==> src/rtl/sra_pkg.sv <==
package sra_pkg;
  typedef enum logic [1:0] {
    OUT_DONE  = 2'd0,
    OUT_REDIR = 2'd1,
    OUT_UNDEF = 2'd2,
    OUT_TRAP  = 2'd3
  } outcome_e;

  typedef struct packed {
    logic wrGuestLo;
    logic wrGuestHi;
    logic wrHypLo;
    logic wrHypHi;
    logic rdGuest;
    logic rdHyp;
    logic rdWide;
  } dpStrobe_t;
endpackage

==> src/rtl/sra_ctrl.sv <==
module sra_ctrl #(
  parameter int CLASS_W = 6,
  parameter int OFFS_W = 12,
  parameter logic [CLASS_W-1:0] CLASS_NARROW = 6'h18,
  parameter logic [CLASS_W-1:0] CLASS_WIDE = 6'h14,
  parameter logic [OFFS_W-1:0] REDIR_OFFSET = 12'h200
) (
  input  logic clk,
  input  logic rst,
  input  logic reqValid,
  input  logic [1:0] reqLevel,
  input  logic reqWrite,
  input  logic reqWide,
  input  logic reqSelHyp,
  input  logic hostMode,
  input  logic [2:0] nvBits,
  input  logic el2Enabled,
  input  logic vmTrapRd,
  input  logic vmTrapWr,
  input  logic fgtPresent,
  input  logic el3Present,
  input  logic el3FgtEn,
  input  logic fgtTrapRd,
  input  logic fgtTrapWr,
  input  logic el3WideEn,
  input  logic wideUndefPrio,
  input  logic el3UndefSel,
  input  logic el2WideEn,
  input  logic extCtlOn,
  output sra_pkg::dpStrobe_t strobe,
  output logic rspValid,
  output logic rspDone,
  output logic rspRedirect,
  output logic rspUndef,
  output logic rspTrap,
  output logic [1:0] trapLevel,
  output logic [CLASS_W-1:0] trapClass,
  output logic [OFFS_W-1:0] redirOffset
);
  import sra_pkg::*;

  outcome_e outSel;
  logic [1:0] tgtLvl;
  logic useHyp;

  logic fgtLive, vmHit, fgtHit, topOff, lvl2WideOff, doneNow;

  assign fgtLive = el2Enabled & fgtPresent & (~el3Present | el3FgtEn);
  assign vmHit = el2Enabled & (reqWrite ? vmTrapWr : vmTrapRd);
  assign fgtHit = fgtLive & (reqWrite ? fgtTrapWr : fgtTrapRd);
  assign topOff = reqWide & el3Present & ~el3WideEn;
  assign lvl2WideOff = reqWide & el2Enabled & (~extCtlOn | ~el2WideEn);

  // Decision chain, first match wins
  always_comb begin
    outSel = OUT_UNDEF;
    tgtLvl = 2'd0;
    useHyp = reqSelHyp;
    if (reqLevel == 2'd0) begin
      outSel = OUT_UNDEF;
    end else if (reqSelHyp && reqLevel == 2'd1) begin
      if (nvBits[0]) begin
        outSel = OUT_TRAP;
        tgtLvl = 2'd2;
      end
    end else if (reqLevel == 2'd3) begin
      outSel = OUT_DONE;
    end else if (reqLevel == 2'd2) begin
      if (topOff) begin
        if (!(wideUndefPrio | el3UndefSel)) begin
          outSel = OUT_TRAP;
          tgtLvl = 2'd3;
        end
      end else begin
        outSel = OUT_DONE;
        useHyp = reqSelHyp | hostMode;
      end
    end else begin
      if (topOff && wideUndefPrio) begin
        outSel = OUT_UNDEF;
      end else if (vmHit || fgtHit || lvl2WideOff) begin
        outSel = OUT_TRAP;
        tgtLvl = 2'd2;
      end else if (topOff) begin
        if (!el3UndefSel) begin
          outSel = OUT_TRAP;
          tgtLvl = 2'd3;
        end
      end else if (&nvBits) begin
        outSel = OUT_REDIR;
      end else begin
        outSel = OUT_DONE;
      end
    end
  end

  assign doneNow = reqValid & (outSel == OUT_DONE);

  always_comb begin
    strobe.wrHypLo   = doneNow & reqWrite & useHyp;
    strobe.wrHypHi   = doneNow & reqWrite & useHyp & reqWide;
    strobe.wrGuestLo = doneNow & reqWrite & ~useHyp;
    strobe.wrGuestHi = doneNow & reqWrite & ~useHyp & reqWide;
    strobe.rdHyp     = doneNow & ~reqWrite & useHyp;
    strobe.rdGuest   = doneNow & ~reqWrite & ~useHyp;
    strobe.rdWide    = reqWide;
  end

  always_ff @(posedge clk) begin
    if (rst) begin
      rspValid <= 1'b0;
      rspDone <= 1'b0;
      rspRedirect <= 1'b0;
      rspUndef <= 1'b0;
      rspTrap <= 1'b0;
      trapLevel <= '0;
      trapClass <= '0;
      redirOffset <= '0;
    end else begin
      rspValid <= reqValid;
      rspDone <= reqValid & (outSel == OUT_DONE);
      rspRedirect <= reqValid & (outSel == OUT_REDIR);
      rspUndef <= reqValid & (outSel == OUT_UNDEF);
      rspTrap <= reqValid & (outSel == OUT_TRAP);
      trapLevel <= (reqValid && outSel == OUT_TRAP) ? tgtLvl : 2'd0;
      trapClass <= (reqValid && outSel == OUT_TRAP) ? (reqWide ? CLASS_WIDE : CLASS_NARROW) : '0;
      redirOffset <= (reqValid && outSel == OUT_REDIR) ? REDIR_OFFSET : '0;
    end
  end
endmodule

==> src/rtl/sra_datapath.sv <==
module sra_datapath #(
  parameter int HALF_W = 64,
  parameter int ASID_FULL = 16,
  parameter int ASID_W = 8
) (
  input  logic clk,
  input  logic rst,
  input  sra_pkg::dpStrobe_t strobe,
  input  logic [HALF_W-1:0] wrLo,
  input  logic [HALF_W-1:0] wrHi,
  output logic [HALF_W-1:0] rdLo,
  output logic [HALF_W-1:0] rdHi
);
  localparam int ASID_PAD = ASID_FULL - ASID_W;
  localparam int REG_W = 2 * HALF_W;

  logic [REG_W-1:0] guestReg, hypReg;
  logic [HALF_W-1:0] loStore;

  // Narrow identifier variant clears the unused top identifier bits
  generate
    if (ASID_PAD > 0) begin : g_narrowId
      localparam logic [HALF_W-1:0] LO_KEEP = {HALF_W{1'b1}} >> ASID_PAD;
      assign loStore = wrLo & LO_KEEP;
    end else begin : g_fullId
      assign loStore = wrLo;
    end
  endgenerate

  always_ff @(posedge clk) begin
    if (rst) begin
      guestReg <= '0;
      hypReg <= '0;
    end else begin
      if (strobe.wrGuestLo) guestReg[HALF_W-1:0] <= loStore;
      if (strobe.wrGuestHi) guestReg[REG_W-1:HALF_W] <= wrHi;
      if (strobe.wrHypLo) hypReg[HALF_W-1:0] <= loStore;
      if (strobe.wrHypHi) hypReg[REG_W-1:HALF_W] <= wrHi;
    end
  end

  always_ff @(posedge clk) begin
    if (rst) begin
      rdLo <= '0;
      rdHi <= '0;
    end else if (strobe.rdHyp) begin
      rdLo <= hypReg[HALF_W-1:0];
      rdHi <= strobe.rdWide ? hypReg[REG_W-1:HALF_W] : '0;
    end else if (strobe.rdGuest) begin
      rdLo <= guestReg[HALF_W-1:0];
      rdHi <= strobe.rdWide ? guestReg[REG_W-1:HALF_W] : '0;
    end else begin
      rdLo <= '0;
      rdHi <= '0;
    end
  end
endmodule

==> src/rtl/sysreg_access_ctrl.sv <==
module sysreg_access_ctrl #(
  parameter int HALF_W = 64,
  parameter int ASID_W = 8,
  parameter int CLASS_W = 6,
  parameter int OFFS_W = 12
) (
  input  logic clk,
  input  logic rst,
  input  logic reqValid,
  input  logic [1:0] reqLevel,
  input  logic reqWrite,
  input  logic reqWide,
  input  logic reqSelHyp,
  input  logic [HALF_W-1:0] wrLo,
  input  logic [HALF_W-1:0] wrHi,
  input  logic hostMode,
  input  logic [2:0] nvBits,
  input  logic el2Enabled,
  input  logic vmTrapRd,
  input  logic vmTrapWr,
  input  logic fgtPresent,
  input  logic el3Present,
  input  logic el3FgtEn,
  input  logic fgtTrapRd,
  input  logic fgtTrapWr,
  input  logic el3WideEn,
  input  logic wideUndefPrio,
  input  logic el3UndefSel,
  input  logic el2WideEn,
  input  logic extCtlOn,
  output logic rspValid,
  output logic rspDone,
  output logic rspRedirect,
  output logic rspUndef,
  output logic rspTrap,
  output logic [1:0] trapLevel,
  output logic [CLASS_W-1:0] trapClass,
  output logic [OFFS_W-1:0] redirOffset,
  output logic [HALF_W-1:0] rdLo,
  output logic [HALF_W-1:0] rdHi
);
  sra_pkg::dpStrobe_t strobe;

  sra_ctrl #(.CLASS_W(CLASS_W), .OFFS_W(OFFS_W)) u_ctrl (
    .clk(clk), .rst(rst), .reqValid(reqValid), .reqLevel(reqLevel),
    .reqWrite(reqWrite), .reqWide(reqWide), .reqSelHyp(reqSelHyp),
    .hostMode(hostMode), .nvBits(nvBits), .el2Enabled(el2Enabled),
    .vmTrapRd(vmTrapRd), .vmTrapWr(vmTrapWr), .fgtPresent(fgtPresent),
    .el3Present(el3Present), .el3FgtEn(el3FgtEn), .fgtTrapRd(fgtTrapRd),
    .fgtTrapWr(fgtTrapWr), .el3WideEn(el3WideEn), .wideUndefPrio(wideUndefPrio),
    .el3UndefSel(el3UndefSel), .el2WideEn(el2WideEn), .extCtlOn(extCtlOn),
    .strobe(strobe), .rspValid(rspValid), .rspDone(rspDone),
    .rspRedirect(rspRedirect), .rspUndef(rspUndef), .rspTrap(rspTrap),
    .trapLevel(trapLevel), .trapClass(trapClass), .redirOffset(redirOffset)
  );

  sra_datapath #(.HALF_W(HALF_W), .ASID_W(ASID_W)) u_dp (
    .clk(clk), .rst(rst), .strobe(strobe), .wrLo(wrLo), .wrHi(wrHi),
    .rdLo(rdLo), .rdHi(rdHi)
  );
endmodule

==> config.mk <==
export PLATFORM = sky130hd
export DESIGN_NAME = sysreg_access_ctrl
export DESIGN_NICKNAME = d
export VERILOG_FILES = /design/src/rtl/sra_pkg.sv /design/src/rtl/sra_ctrl.sv /design/src/rtl/sra_datapath.sv /design/src/rtl/sysreg_access_ctrl.sv
export SDC_FILE = /design/constraint.sdc
export NUM_CORES = 1
export LEC_CHECK = 0
export BUFFER_PORTS_ARGS = -buffer_cell sky130_fd_sc_hd__buf_2
export CAP_MARGIN = 20
export CORE_MARGIN = 4
export CORE_UTILIZATION = 35
export DETAILED_ROUTE_END_ITERATION = 16
export PLACE_DENSITY = 0.53
export SLEW_MARGIN = 20
export SYNTH_ARGS = -nofsm -noshare
export SYNTH_HDL_FRONTEND = slang
export SYNTH_HIERARCHICAL = 1
export SYNTH_SLANG_ARGS = --single-unit
==> constraint.sdc <==
create_clock -name clk -period 6.7 [get_ports clk]
set_input_delay 1.675 -clock clk [delete_from_list [all_inputs] [get_ports clk]]
set_output_delay 1.675 -clock clk [all_outputs]
set_load 0.05 [all_outputs]
Yosys cells after proc, flatten, opt, wreduce, memory -nomap -nowiden

Cells that the tools add are included.

Output and inout port bits: 153
Logic and storage cells: 101
Bits in registers: 393

Muxes and demuxes: 37
Equal/unequal tests: 6
Reductions and logical operators: 12
Bitwise gates (word level): 31

Operator list:

| kind               | number |
|---|---|
| $mux 64            | 4 |
| $mux 56            | 2 |
| $mux 2             | 18 |
| $and 1x1->1        | 20 |
| $mux 1             | 11 |
| $mux 10            | 1 |
| $eq 2x2->1 const B | 4 |
| $not 1->1          | 7 |
| $eq 2x1->1 const B | 2 |
| $logic_and 1x1->1  | 4 |
| $logic_not 2->1    | 2 |
| $mux 4             | 1 |
| $or 1x1->1         | 4 |
| $reduce_or 2->1    | 2 |
| $reduce_and 3->1   | 1 |
| $reduce_or 3->1    | 1 |
| $logic_or 1x1->1   | 2 |

Logic depth before layout (Yosys ltp)

Depth in word-level cells: 18
Gate-level depth with buffers: 9
Gate-level depth less buffers: 7

By module

The synthesis kept the hierarchy.

By module, submodules not included:

| module       | cells each | seq. area each (um^2) | area an instance (um^2) | times used |
|---|---|---|---|---|
| sra_datapath | 1315       | 7206.9                | 13561.8                 | 1 |
| sra_ctrl     | 79         | 200.2                 | 714.4                   | 1 |

Worst setup path before layout

No wires, ideal clock.

Path type: input port to flip-flop
Start point: input port reqWrite
End point: register u_dp.rdHi[10]
Arrival time: 3.634 ns
Library setup time: 0.066 ns
Setup slack: 3.000 ns
Cell stages on the path: 9
Buffers on the path: 2
Required time: 6.634 ns
Cell sequence: mux2_2 and3_4 o41ai_4 a41oi_4 nor4b_2 buf_2 buf_2 nand3b_1 a21oi_2

RTL lines:

| element              | RTL line                 | RTL |
|---|---|---|
| start, declared      | sysreg_access_ctrl.sv:11 | `input logic reqWrite,` |
| end signal, assigned | sra_datapath.sv:48       | `rdHi <= strobe.rdWide ? hypReg[REG_W-1:HALF_W] : '0;` |
| end signal, assigned | sra_datapath.sv:51       | `rdHi <= strobe.rdWide ? guestReg[REG_W-1:HALF_W] : '0;` |
| end, declared        | sra_datapath.sv:12       | `output logic [HALF_W-1:0] rdHi` |

==> flow_metrics.py <==
metrics = {
    "sta": {
        "min_period_ns": 4.159,
        "finalHoldViolCount": 0,
        "rsz0062_at_grt": "false",
        "skew_ns": 0.007345,
        "maxSlewHeadroom_pct": 24.82,
        "fin_crit_sh_pct": 62.07,
        "fin_ws_ns": 2.541,
        "final.setup.tns_ns": 0,
        "tightestPinTransition_ns": 1.128,
        "whs_ns": 0.4460,
        "finalMaxSlewViolations": 0,
        "setup_violations": 0,
        "timing.fmax_mhz": 240.5,
    },
    "drt": {
        "via_per_inst": 4.705,
        "dr.first_iter.drc_count": 497,
        "routed_wl_mm": 34.75,
        "dr.pass1.iters": 4,
        "drt.antenna.violating_nets": 0,
        "num_vias": 10201,
        "drc": 0,
        "routedWlPerCell_um": 16.03,
    },
    "placed_design": {
        "hpwl_mm": 20.44,
        "io_buffers": 275,
        "gp_congestion": 0.7450,
        "pre_cts_ws_ns": 1.985,
    },
    "floorplan": {
        "dieArea_um2": 44090,
        "die_x_um": 210.0,
        "coreArea_um2": 40010,
        "rows": 73,
        "die_height_um": 210.0,
        "io_pins": 306,
        "start_util_pct": 35.69,
    },
    "grt": {
        "grt_pass1_vias": 10117,
        "grt_pass1_wl_mm": 54.71,
        "gr-total-overflow": 0,
        "grtUsageTotal_pct": 15.18,
        "grt_max_degree": 148,
        "antenna_found_initial": 8,
    },
    "power": {
        "powerDensity_nw_per_um2": 280.1,
        "p_leak_uw": 0.006226,
        "power_uw": 4736,
        "peakVddDrop_uv": 183.4,
    },
    "flow_run": {
        "cap_viol_max_count": 0,
    },
    "layout": {
        "register_area_um2": 7407,
        "final_common_cell": "dfxtp_1",
        "final_cell_mix": "dfxtp_1, buf_2, nor2_1, mux2i_1, nand2_1",
        "drive_above_1_share_pct": 25.70,
        "final_util_pct": 42.27,
        "area_growth_syn_to_layout_pct": 18.44,
        "multi_input_area_um2": 5996,
        "fillers": 3932,
        "final_nets": 1768,
    },
    "worst_hold_path": {
        "min_path_cells": 2,
        "hold_class": "reg2reg",
        "min_from": "u_dp/hypReg[9]",
        "whs_endpoint": "u_dp/rdLo[9]",
    },
    "critical_path": {
        "cp_data_arrival_time_ns": 4.56,
        "cp.required_ns": 7.10,
        "worst-path-max-fanout": 56,
        "critical_path_class": "in2reg",
        "cp-end-kind": "flip-flop",
        "rr_worst_depth": 2,
        "cp-start-kind": "primary input",
        "ff2ff_setup_slack_ns": 6.00,
        "r2r_end": "u_dp/rdLo[33]",
        "r2r_start": "u_dp/guestReg[33]",
    },
    "clock_tree": {
        "h-tree-depth": 2,
        "clockBufferDepth": 3,
        "cts_hold_buf": 0,
        "cts_tree": "yes",
        "numCtsBuffers": 42,
        "root_buffer": "clkbuf_16",
        "clk_pin_slew_ns": 0.06,
        "cts_resized": 0,
        "post_cts_buffers": 0,
        "clock-sinks": 370,
        "clkLatencyLatePin_ns": 0.55,
    },
    "synth": {
        "yosysUniqueCellTypes": 42,
        "syn_area_per_cell_um2": 10.24,
        "ys_dominant_reg_cell": "dfxtp_1",
        "yosys_warnings": 6,
        "synth_area_leader_cell": "dfxtp_1",
        "synthTopCellsByArea": "dfxtp_1, mux2i_1, nor2_1",
        "synth_cells": 1394,
        "ys_seq_area_share_pct": 51.88,
        "ys_ff_latch": 370,
        "synth_top_area_share_pct": 51.88,
        "synth_enable_flop_cells": 0,
        "netlist_area_um2": 14280,
        "postSynth.asyncResetShare_pct": 0,
    },
    "run_status": {
        "outcome": "complete, no violations",
    },
}
per-layer routing:
layer / GRT usage, % / up-vias / routed length (um)
met5: 0 / - / 55
met4: 4.545 / 12 / 720
met3: 5.239 / 58 / 2564
met2: 25.29 / 226 / 16040
met1: 18.69 / 4826 / 15380
li1: - / 5079 / -
metrics by stage:
| stage | area, um^2 | instances |
|---|---|---|
| floorplan | 14350 | 1414 |
| global placement | 15570 | 2096 |
| detailed placement | 15570 | 2096 |
| CTS | 16910 | 2167 |
| global route | 16910 | 2168 |
| finish | 16910 | 2168 |
cells by family (layout without fill, tap and decap cells):
group | Yosys count | count (layout) | synth area share [%]
multiplexers | 242 | 242 | 16.98
AND/OR/NAND/NOR | 514 | 514 | 17.34
flip-flops | 370 | 370 | 51.88
buffers and inverters | 131 | 359 | 6.897
other | 2 | 23 | 0.05261
AO/OA/AOI/OAI | 135 | 135 | 6.845
sequential cells by signal (all words and copies together), names as in the netlist, 2 cells and up:
register          cells
u_dp/guestReg       120
u_dp/hypReg         120
u_dp/rdHi            64
u_dp/rdLo            56
u_ctrl/trapClass      3
u_ctrl/trapLevel      2
critical path, cell delays in order:
cell and delay, ns:
buf_2 0.18, mux2_2 0.37, and3_4 0.18, o41ai_4 0.41, a41oi_4 0.28, nor3b_2 0.24, buf_4 0.80, mux2i_1 0.28
nor2_1 0.06
layout make-up:
cell class / instances / area share [%]
antenna: 1 / 0.01480
clock inverter: 9 / 0.5032
clock buffer: 62 / 7.378
multi-input combinational: 913 / 35.46
timing repair buffer: 286 / 8.909
sequential: 370 / 43.81
inverter: 2 / 0.04440
tap: 525 / 3.885
how the worst max path moves through the flow:
stage | slack, ns | depth (start not counted) | from | endpoint
2_1_floorplan | 3.00 | 9 | reqWrite | u_dp/rdHi[10]
3_3_place_gp | 1.98 | 9 | reqWrite | u_dp/guestReg[51]
3_5_place_dp | 1.99 | 9 | reqWrite | u_dp/rdHi[51]
4_1_cts | 2.58 | 9 | reqWrite | u_dp/guestReg[44]
5_1_grt | 2.37 | 9 | reqWrite | u_dp/rdLo[52]
6_report | 2.54 | 9 | reqWrite | u_dp/guestReg[44]
synthesized netlist by cell type (2+ instances only):
cell      number
dfxtp_1      370
nor2_1       244
mux2i_1      241
nand2_1      125
nand3b_1     121
a21oi_1       61
a21oi_2       60
buf_2         40
buf_6         40
buf_4         38
clkbuf_1       9
a211oi_1       3
nor2b_1        3
nor3_1         3
nor3b_1        3
a31oi_1        2
and2_1         2
buf_1          2
conb_1         2
inv_1          2
nand2b_1       2
report_power, final:
part / total, uW / leakage [uW] / internal (uW) / switching (uW)
Combinational: 272 / 0.00259 / 93.4 / 179
Clock: 2220 / 0.000653 / 1320 / 896
Sequential: 2250 / 0.00299 / 2230 / 13.8
(Power assumes the default switching activity.)
